===== src/rtl/hmb_pkg.sv =====
package hmb_pkg;

    localparam int STAT_W  = 4;
    localparam int OBF_BIT = 0;
    localparam int IBF_BIT = 1;
    localparam int F0_BIT  = 2;
    localparam int F1_BIT  = 3;

    // packed MSB first: f1 is bit 3, obf is bit 0
    typedef struct packed {
        logic f1;
        logic f0;
        logic ibf;
        logic obf;
    } hmb_status_t;

    // one-cycle host commit events, already in the clk domain
    typedef struct packed {
        logic wr_done;
        logic rd_done;
        logic tag;
    } hmb_host_evt_t;

    typedef enum logic [1:0] {
        SEL_IDLE   = 2'd0,
        SEL_DATA   = 2'd1,
        SEL_STATUS = 2'd2
    } hmb_rsel_e;

    function automatic hmb_rsel_e read_select(input logic cs, input logic rd, input logic a0);
        if (!(cs && rd)) return SEL_IDLE;
        return a0 ? SEL_STATUS : SEL_DATA;
    endfunction

    function automatic logic data_read_commit(input hmb_host_evt_t e);
        return e.rd_done && !e.tag;
    endfunction

endpackage


===== src/rtl/hmb_strobe_sync.sv =====
module hmb_strobe_sync #(
    parameter int STAGES = 2
) (
    input  logic clk,
    input  logic rst,
    input  logic strobe_async,
    output logic released
);
    localparam int LAST = STAGES - 1;

    logic [STAGES-1:0] chain;
    logic              seen_high;

    always_ff @(posedge clk) begin
        if (rst) begin
            chain     <= '0;
            seen_high <= 1'b0;
        end else begin
            chain     <= {chain[STAGES-2:0], strobe_async};
            seen_high <= chain[LAST];
        end
    end

    // release event: synchronised strobe was high, now low
    assign released = seen_high && !chain[LAST];

    AST_RELEASE_SINGLE: assert property (@(posedge clk) disable iff (rst)
        released |=> !released);

endmodule


===== src/rtl/hmb_host_port.sv =====
module hmb_host_port
    import hmb_pkg::*;
#(
    parameter int DATA_W = 8,
    parameter int STAGES = 2
) (
    input  logic               clk,
    input  logic               rst,
    input  logic               host_cs,
    input  logic               host_rd,
    input  logic               host_wr,
    input  logic               host_a0,
    input  logic [DATA_W-1:0]  host_wdata,
    input  hmb_status_t        status,
    input  logic [DATA_W-1:0]  out_byte,
    output logic [DATA_W-1:0]  host_rdata,
    output hmb_host_evt_t      evt,
    output logic [DATA_W-1:0]  wr_byte
);
    localparam int PAD_W = DATA_W - STAT_W;

    logic wr_qual, rd_qual;
    logic wr_rel, rd_rel;

    assign wr_qual = host_cs && host_wr;
    assign rd_qual = host_cs && host_rd;

    hmb_strobe_sync #(.STAGES(STAGES)) u_wr_sync (
        .clk(clk), .rst(rst), .strobe_async(wr_qual), .released(wr_rel)
    );

    hmb_strobe_sync #(.STAGES(STAGES)) u_rd_sync (
        .clk(clk), .rst(rst), .strobe_async(rd_qual), .released(rd_rel)
    );

    // address and write data are held by the host until commit
    always_comb begin
        evt.wr_done = wr_rel;
        evt.rd_done = rd_rel;
        evt.tag     = host_a0;
        wr_byte     = host_wdata;
    end

    always_comb begin
        unique case (read_select(host_cs, host_rd, host_a0))
            SEL_DATA:   host_rdata = out_byte;
            SEL_STATUS: host_rdata = {{PAD_W{1'b0}}, status};
            default:    host_rdata = '0;
        endcase
    end

    AST_RDATA_IDLE_ZERO: assert property (@(posedge clk) disable iff (rst)
        !host_rd |-> host_rdata == '0);

    AST_STATUS_UPPER_ZERO: assert property (@(posedge clk) disable iff (rst)
        (host_cs && host_rd && host_a0) |-> host_rdata[DATA_W-1:STAT_W] == '0);

endmodule


===== src/rtl/hmb_flag_unit.sv =====
module hmb_flag_unit
    import hmb_pkg::*;
(
    input  logic          clk,
    input  logic          rst,
    input  hmb_host_evt_t evt,
    input  logic          sl_load,
    input  logic          sl_read,
    input  logic          sl_f0_we,
    input  logic          sl_f0_val,
    output hmb_status_t   status
);
    hmb_status_t nxt;

    always_comb begin
        nxt = status;
        // outbound flag: slave load wins over a same-cycle host data read
        if (sl_load)                     nxt.obf = 1'b1;
        else if (data_read_commit(evt))  nxt.obf = 1'b0;
        // inbound flag: host write wins over a same-cycle slave read
        if (evt.wr_done)                 nxt.ibf = 1'b1;
        else if (sl_read)                nxt.ibf = 1'b0;
        if (evt.wr_done)                 nxt.f1  = evt.tag;
        if (sl_f0_we)                    nxt.f0  = sl_f0_val;
    end

    always_ff @(posedge clk) begin
        if (rst) status <= '0;
        else     status <= nxt;
    end

    AST_OBF_SET_ON_LOAD: assert property (@(posedge clk) disable iff (rst)
        sl_load |=> status.obf);

    AST_OBF_CLR_ON_READ: assert property (@(posedge clk) disable iff (rst)
        (evt.rd_done && !evt.tag && !sl_load) |=> !status.obf);

    AST_IBF_SET_ON_WRITE: assert property (@(posedge clk) disable iff (rst)
        evt.wr_done |=> status.ibf);

    AST_IBF_CLR_ON_SLAVE: assert property (@(posedge clk) disable iff (rst)
        (sl_read && !evt.wr_done) |=> !status.ibf);

    AST_F1_FOLLOWS_A0: assert property (@(posedge clk) disable iff (rst)
        evt.wr_done |=> status.f1 == $past(evt.tag));

    AST_F1_HOLD: assert property (@(posedge clk) disable iff (rst)
        !evt.wr_done |=> $stable(status.f1));

    AST_F0_HOLD: assert property (@(posedge clk) disable iff (rst)
        !sl_f0_we |=> $stable(status.f0));

    AST_STATUS_READ_NO_EFFECT: assert property (@(posedge clk) disable iff (rst)
        (evt.rd_done && evt.tag && !sl_load && !sl_read && !sl_f0_we && !evt.wr_done)
        |=> $stable(status));

endmodule


===== src/rtl/hmb_data_regs.sv =====
module hmb_data_regs #(
    parameter int DATA_W = 8
) (
    input  logic              clk,
    input  logic              rst,
    input  logic              wr_commit,
    input  logic [DATA_W-1:0] wr_byte,
    input  logic              sl_load,
    input  logic [DATA_W-1:0] sl_odata,
    output logic [DATA_W-1:0] in_byte,
    output logic [DATA_W-1:0] out_byte
);
    // two separate registers: neither direction can disturb the other
    always_ff @(posedge clk) begin
        if (rst) begin
            in_byte  <= '0;
            out_byte <= '0;
        end else begin
            if (wr_commit) in_byte  <= wr_byte;
            if (sl_load)   out_byte <= sl_odata;
        end
    end

    AST_OUT_ISOLATED: assert property (@(posedge clk) disable iff (rst)
        !sl_load |=> $stable(out_byte));

    AST_IN_ISOLATED: assert property (@(posedge clk) disable iff (rst)
        !wr_commit |=> $stable(in_byte));

    AST_IN_LATEST: assert property (@(posedge clk) disable iff (rst)
        wr_commit |=> in_byte == $past(wr_byte));

endmodule


===== src/rtl/hmb_mailbox.sv =====
module hmb_mailbox
    import hmb_pkg::*;
#(
    parameter int DATA_W      = 8,
    parameter int SYNC_STAGES = 2
) (
    input  logic              clk,
    input  logic              rst,
    input  logic              host_cs,
    input  logic              host_rd,
    input  logic              host_wr,
    input  logic              host_a0,
    input  logic [DATA_W-1:0] host_wdata,
    output logic [DATA_W-1:0] host_rdata,
    input  logic              sl_load,
    input  logic [DATA_W-1:0] sl_odata,
    input  logic              sl_read,
    output logic [DATA_W-1:0] sl_idata,
    input  logic              sl_f0_we,
    input  logic              sl_f0_val,
    output logic              sl_obf,
    output logic              sl_ibf,
    output logic              sl_cmd
);
    hmb_status_t          status;
    hmb_host_evt_t        evt;
    logic [DATA_W-1:0]    wr_byte;
    logic [DATA_W-1:0]    in_byte;
    logic [DATA_W-1:0]    out_byte;

    hmb_host_port #(.DATA_W(DATA_W), .STAGES(SYNC_STAGES)) u_host (
        .clk(clk), .rst(rst),
        .host_cs(host_cs), .host_rd(host_rd), .host_wr(host_wr),
        .host_a0(host_a0), .host_wdata(host_wdata),
        .status(status), .out_byte(out_byte),
        .host_rdata(host_rdata), .evt(evt), .wr_byte(wr_byte)
    );

    hmb_flag_unit u_flags (
        .clk(clk), .rst(rst), .evt(evt),
        .sl_load(sl_load), .sl_read(sl_read),
        .sl_f0_we(sl_f0_we), .sl_f0_val(sl_f0_val),
        .status(status)
    );

    hmb_data_regs #(.DATA_W(DATA_W)) u_data (
        .clk(clk), .rst(rst),
        .wr_commit(evt.wr_done), .wr_byte(wr_byte),
        .sl_load(sl_load), .sl_odata(sl_odata),
        .in_byte(in_byte), .out_byte(out_byte)
    );

    assign sl_idata = in_byte;
    assign sl_obf   = status.obf;
    assign sl_ibf   = status.ibf;
    assign sl_cmd   = status.f1;

    AST_RESET_CLEARS: assert property (@(posedge clk)
        rst |=> (status == '0 && in_byte == '0 && out_byte == '0));

endmodule


===== config.mk =====
export PLATFORM = sky130hd
export DESIGN_NAME = hmb_mailbox
export DESIGN_NICKNAME = d
export VERILOG_FILES = /design/src/rtl/hmb_pkg.sv /design/src/rtl/hmb_strobe_sync.sv /design/src/rtl/hmb_host_port.sv /design/src/rtl/hmb_flag_unit.sv /design/src/rtl/hmb_data_regs.sv /design/src/rtl/hmb_mailbox.sv
export SDC_FILE = /design/constraint.sdc
export NUM_CORES = 1
export LEC_CHECK = 0
export ABC_AREA = 1
export BUFFER_PORTS_ARGS = -buffer_cell sky130_fd_sc_hd__buf_2
export CELL_PAD_IN_SITES_DETAIL_PLACEMENT = 0
export CELL_PAD_IN_SITES_GLOBAL_PLACEMENT = 2
export CORE_ASPECT_RATIO = 1.5
export CORE_MARGIN = 4
export CORE_UTILIZATION = 26
export DETAILED_ROUTE_END_ITERATION = 12
export PLACE_DENSITY_LB_ADDON = 0.1
export SETUP_SLACK_MARGIN = 0.4
export SLEW_MARGIN = 20
export SYNTH_ARGS = -nofsm -noshare
export SYNTH_HDL_FRONTEND = slang
export SYNTH_SLANG_ARGS = --single-unit

===== constraint.sdc =====
create_clock -name clk -period 2.8 [get_ports clk]
set_clock_uncertainty 0.1 [all_clocks]
set_input_delay 0.56 -clock clk [delete_from_list [all_inputs] [get_ports clk]]
set_output_delay 0.56 -clock clk [all_outputs]
set_load 0.005 [all_outputs]

==> flow_summary_export.csv <==
group,metric,value,unit
die,initial_utilization,26.84,%
layout,final_nets,190,
sta,whs,310.3,ps
layout,diodes,0,
die,dieWidth,58.35,µm
flow_run,maxCapViolCount,0,
global_route,grt.total_usage,10.59,%
logic_synthesis,synthArstFlopShare,0,%
critical_path,worst_setup_path_start_kind,"input pin",
logic_synthesis,synth.cell_area,988.4,µm²
place,place_inst,202,
critical_path,r2r-start,"u_host.u_wr_sync.chain[1]$_SDFF_PP0_",
global_route,grt_pass1_wl,4091,µm
critical_path,cp_max_fo,8,
place,dp_slack,899.3,ps
logic_synthesis,synth-seq-cells,26,
cts,ctsResizeCount,0,
critical_path,cpMostUsedCell,"buf_2",
cts,hold_buffers,0,
cts,cts_made_buffers,3,
sta,grt_setup_unrepaired,"false",
cts,post_cts_buffers,0,
detailed_routing,vias_per_cell,4.268,
logic_synthesis,synth.most_common_cell,"dfxtp_1",
logic_synthesis,yosys-top-cells-count,"dfxtp_1 (26), nand2_1 (21), nor2_1 (20)",
detailed_routing,drt-initial-drc-count,20,
layout,drive_gt1_share,33.33,%
cts,root_buffer,"clkbuf_8",
detailed_routing,finalWirelength,2370,µm
place,dp_hpwl,1761,µm
sta,layout_setup_ws,916.1,ps
logic_synthesis,synthTopCellsByArea,"dfxtp_1 (53%), nand2_1 (8.0%), nor2_1 (7.6%), inv_1 (6.5%), a21oi_1 (6.1%)",
cts,clock_path_buffers,2,
critical_path,reg2reg_depth,5,
worst_hold_path,holdPathStages,2,
logic_synthesis,avgSynthCellArea,8.237,µm²
critical_path,max_stage_delay,170,ps
die,ioPinCount,45,
critical_path,crit_arrival,1220,ps
critical_path,required,2140,ps
logic_synthesis,synth_edf_count,0,
power_and_ir_drop,vdd_drop_max,0.0002016,V
cts,cts.clk_slew.worst_paths,80,ps
logic_synthesis,ys.flop_type,"dfxtp_1",
place,numPortBuffers,44,
die,die_h,83.52,µm
logic_synthesis,yosysTopAreaCell,"dfxtp_1",
detailed_routing,drcViolationCount,0,
critical_path,cp_top_family,"buffers and inverters",
die,rows,27,
sta,slew_violations,0,
global_route,antenna_found_initial,0,
cts,clk_latency,260,ps
global_route,overflow,0,
global_route,grt_pass1_vias,906,
critical_path,end_kind,"output pin",
sta,setup_violations,0,
die,core_region_area,3682,µm²
critical_path,slowest_stage,"nand3_2",
logic_synthesis,yosysSeqAreaShare,52.66,%
worst_hold_path,hp-start,"u_host.u_wr_sync.chain[0]$_SDFF_PP0_",
cts,cts_tree,"yes",
critical_path,path_depth,5,
sta,timing.fmax,530.8,MHz
sta,hold_viol,0,
sta,finalCritPeriodShare,67.28,%
logic_synthesis,ys_types,16,
layout,fin_cells,205,
critical_path,crit_type,"in -> out",
worst_hold_path,hold_path.class,"reg -> reg",
detailed_routing,vias,875,
cts,cts_sinks,26,
global_route,grt_max_degree,27,
logic_synthesis,netlist.area_leader.share,52.66,%
logic_synthesis,syn_inst,120,
detailed_routing,avgRoutedWirePerCell,11.56,µm
detailed_routing,first_pass_iters,4,
sta,tns,0,ps
place,place_congestion,0.6686,
critical_path,cp_num_buf_inv,3,
detailed_routing,drtAntennaViolNets,0,
logic_synthesis,syn-num-nets,146,
die,dieArea,4873,µm²
cts,h-tree-depth,1,
sta,worst-slew-pin-transition,520.1,ps
critical_path,path_cells,"buf_2 > inv_1 > nand3_2 > o22ai_1 > buf_2",
power_and_ir_drop,power.density,519.6,nW/µm²
run_status,status,"complete, no violations",
critical_path,crit_start,"host_a0",
logic_synthesis,ys_warn_count,0,
sta,slew_headroom,65.33,%
layout,area_growth_syn_to_layout,26.84,%
sta,period_minus_slack,1884,ps
power_and_ir_drop,p_leak,0.0005689,µW
layout,fin_util,34.05,%
## final timing paths
check / endpoint / slack, ps
setup / recovery: host_rdata[3] / 920
hold / removal: u_host.u_wr_sync.chain[1]$_SDFF_PP0_ / 310
setup reg to reg: u_data.in_byte[6]$_SDFFE_PP0P_ / 1540
hold reg to reg: u_host.u_wr_sync.chain[1]$_SDFF_PP0_ / 310
## where the power goes
part	internal, µW	switching, µW	total, µW
clock network	96.0	104	200
logic	28.1	35.5	63.6
registers	383	4.29	388
total	508	144	651
## final cells by class
class | instances | area [µm²]
sequential | 26 | 520.5
tap | 43 | 53.80
fill | 408 | 2429
clock buffer | 3 | 41.29
inverter | 19 | 71.32
timing repair buffer | 44 | 220.2
multi-input combinational | 70 | 346.6
## worst register-to-register path, cell delays in order, from the launching register on
cell and delay (ps):
dfxtp_1 310, inv_1 50, nand2_2 190, clkinv_1 290
nand2_1 130, a21oi_1 70
## cell families (layout without fill, tap and decap cells)
| group | Yosys count | in the layout | synth area share (%) |
|---|---|---|---|
| AOI/OAI and AO/OA | 24 | 24 | 16.20 |
| buffers and inverters | 24 | 66 | 12.28 |
| DFF | 26 | 26 | 52.66 |
| and+or+nand+nor | 46 | 46 | 18.86 |
## sequential cells by signal, summed over array words and instances (netlist names)
name,count
u_host.u_wr_sync.chain,2
u_flags.status,4
u_host.u_rd_sync.chain,2
u_host.u_rd_sync.seen_high,1
u_host.u_wr_sync.seen_high,1
u_data.in_byte,8
u_data.out_byte,8
## per-stage QoR
| step | cell area, µm² | total power, µW |
|---|---|---|
| floorplan | 988.4 | 434.6 |
| global placement | 1212 | 460.3 |
| detailed placement | 1212 | 461.3 |
| CTS | 1254 | 667.9 |
| global route | 1254 | 691.6 |
| finish | 1254 | 651.4 |
## layer usage
layer / up-vias / share of wire [%] / GRT usage, %
met5: - / 0 / 0
met4: 0 / 0.93 / 4.430
met3: 2 / 7.0 / 2.632
met2: 29 / 48 / 17.60
met1: 384 / 44 / 12.54
li1: 460 / - / -
## layout by cell type, fill, tap and decap left out
| cell | instances |
|---|---|
| a211oi_1 | 5 |
| a211oi_2 | 3 |
| a21oi_1 | 12 |
| buf_2 | 44 |
| clkbuf_8 | 3 |
| clkinv_1 | 1 |
| dfxtp_1 | 26 |
| inv_1 | 17 |
| inv_2 | 1 |
| nand2_1 | 21 |
| nand2_2 | 1 |
| nand3_1 | 2 |
| nand3_2 | 1 |
| nor2_1 | 20 |
| o22ai_1 | 4 |
| or2_2 | 1 |
Note: power is estimated with default switching activity, not from simulation.
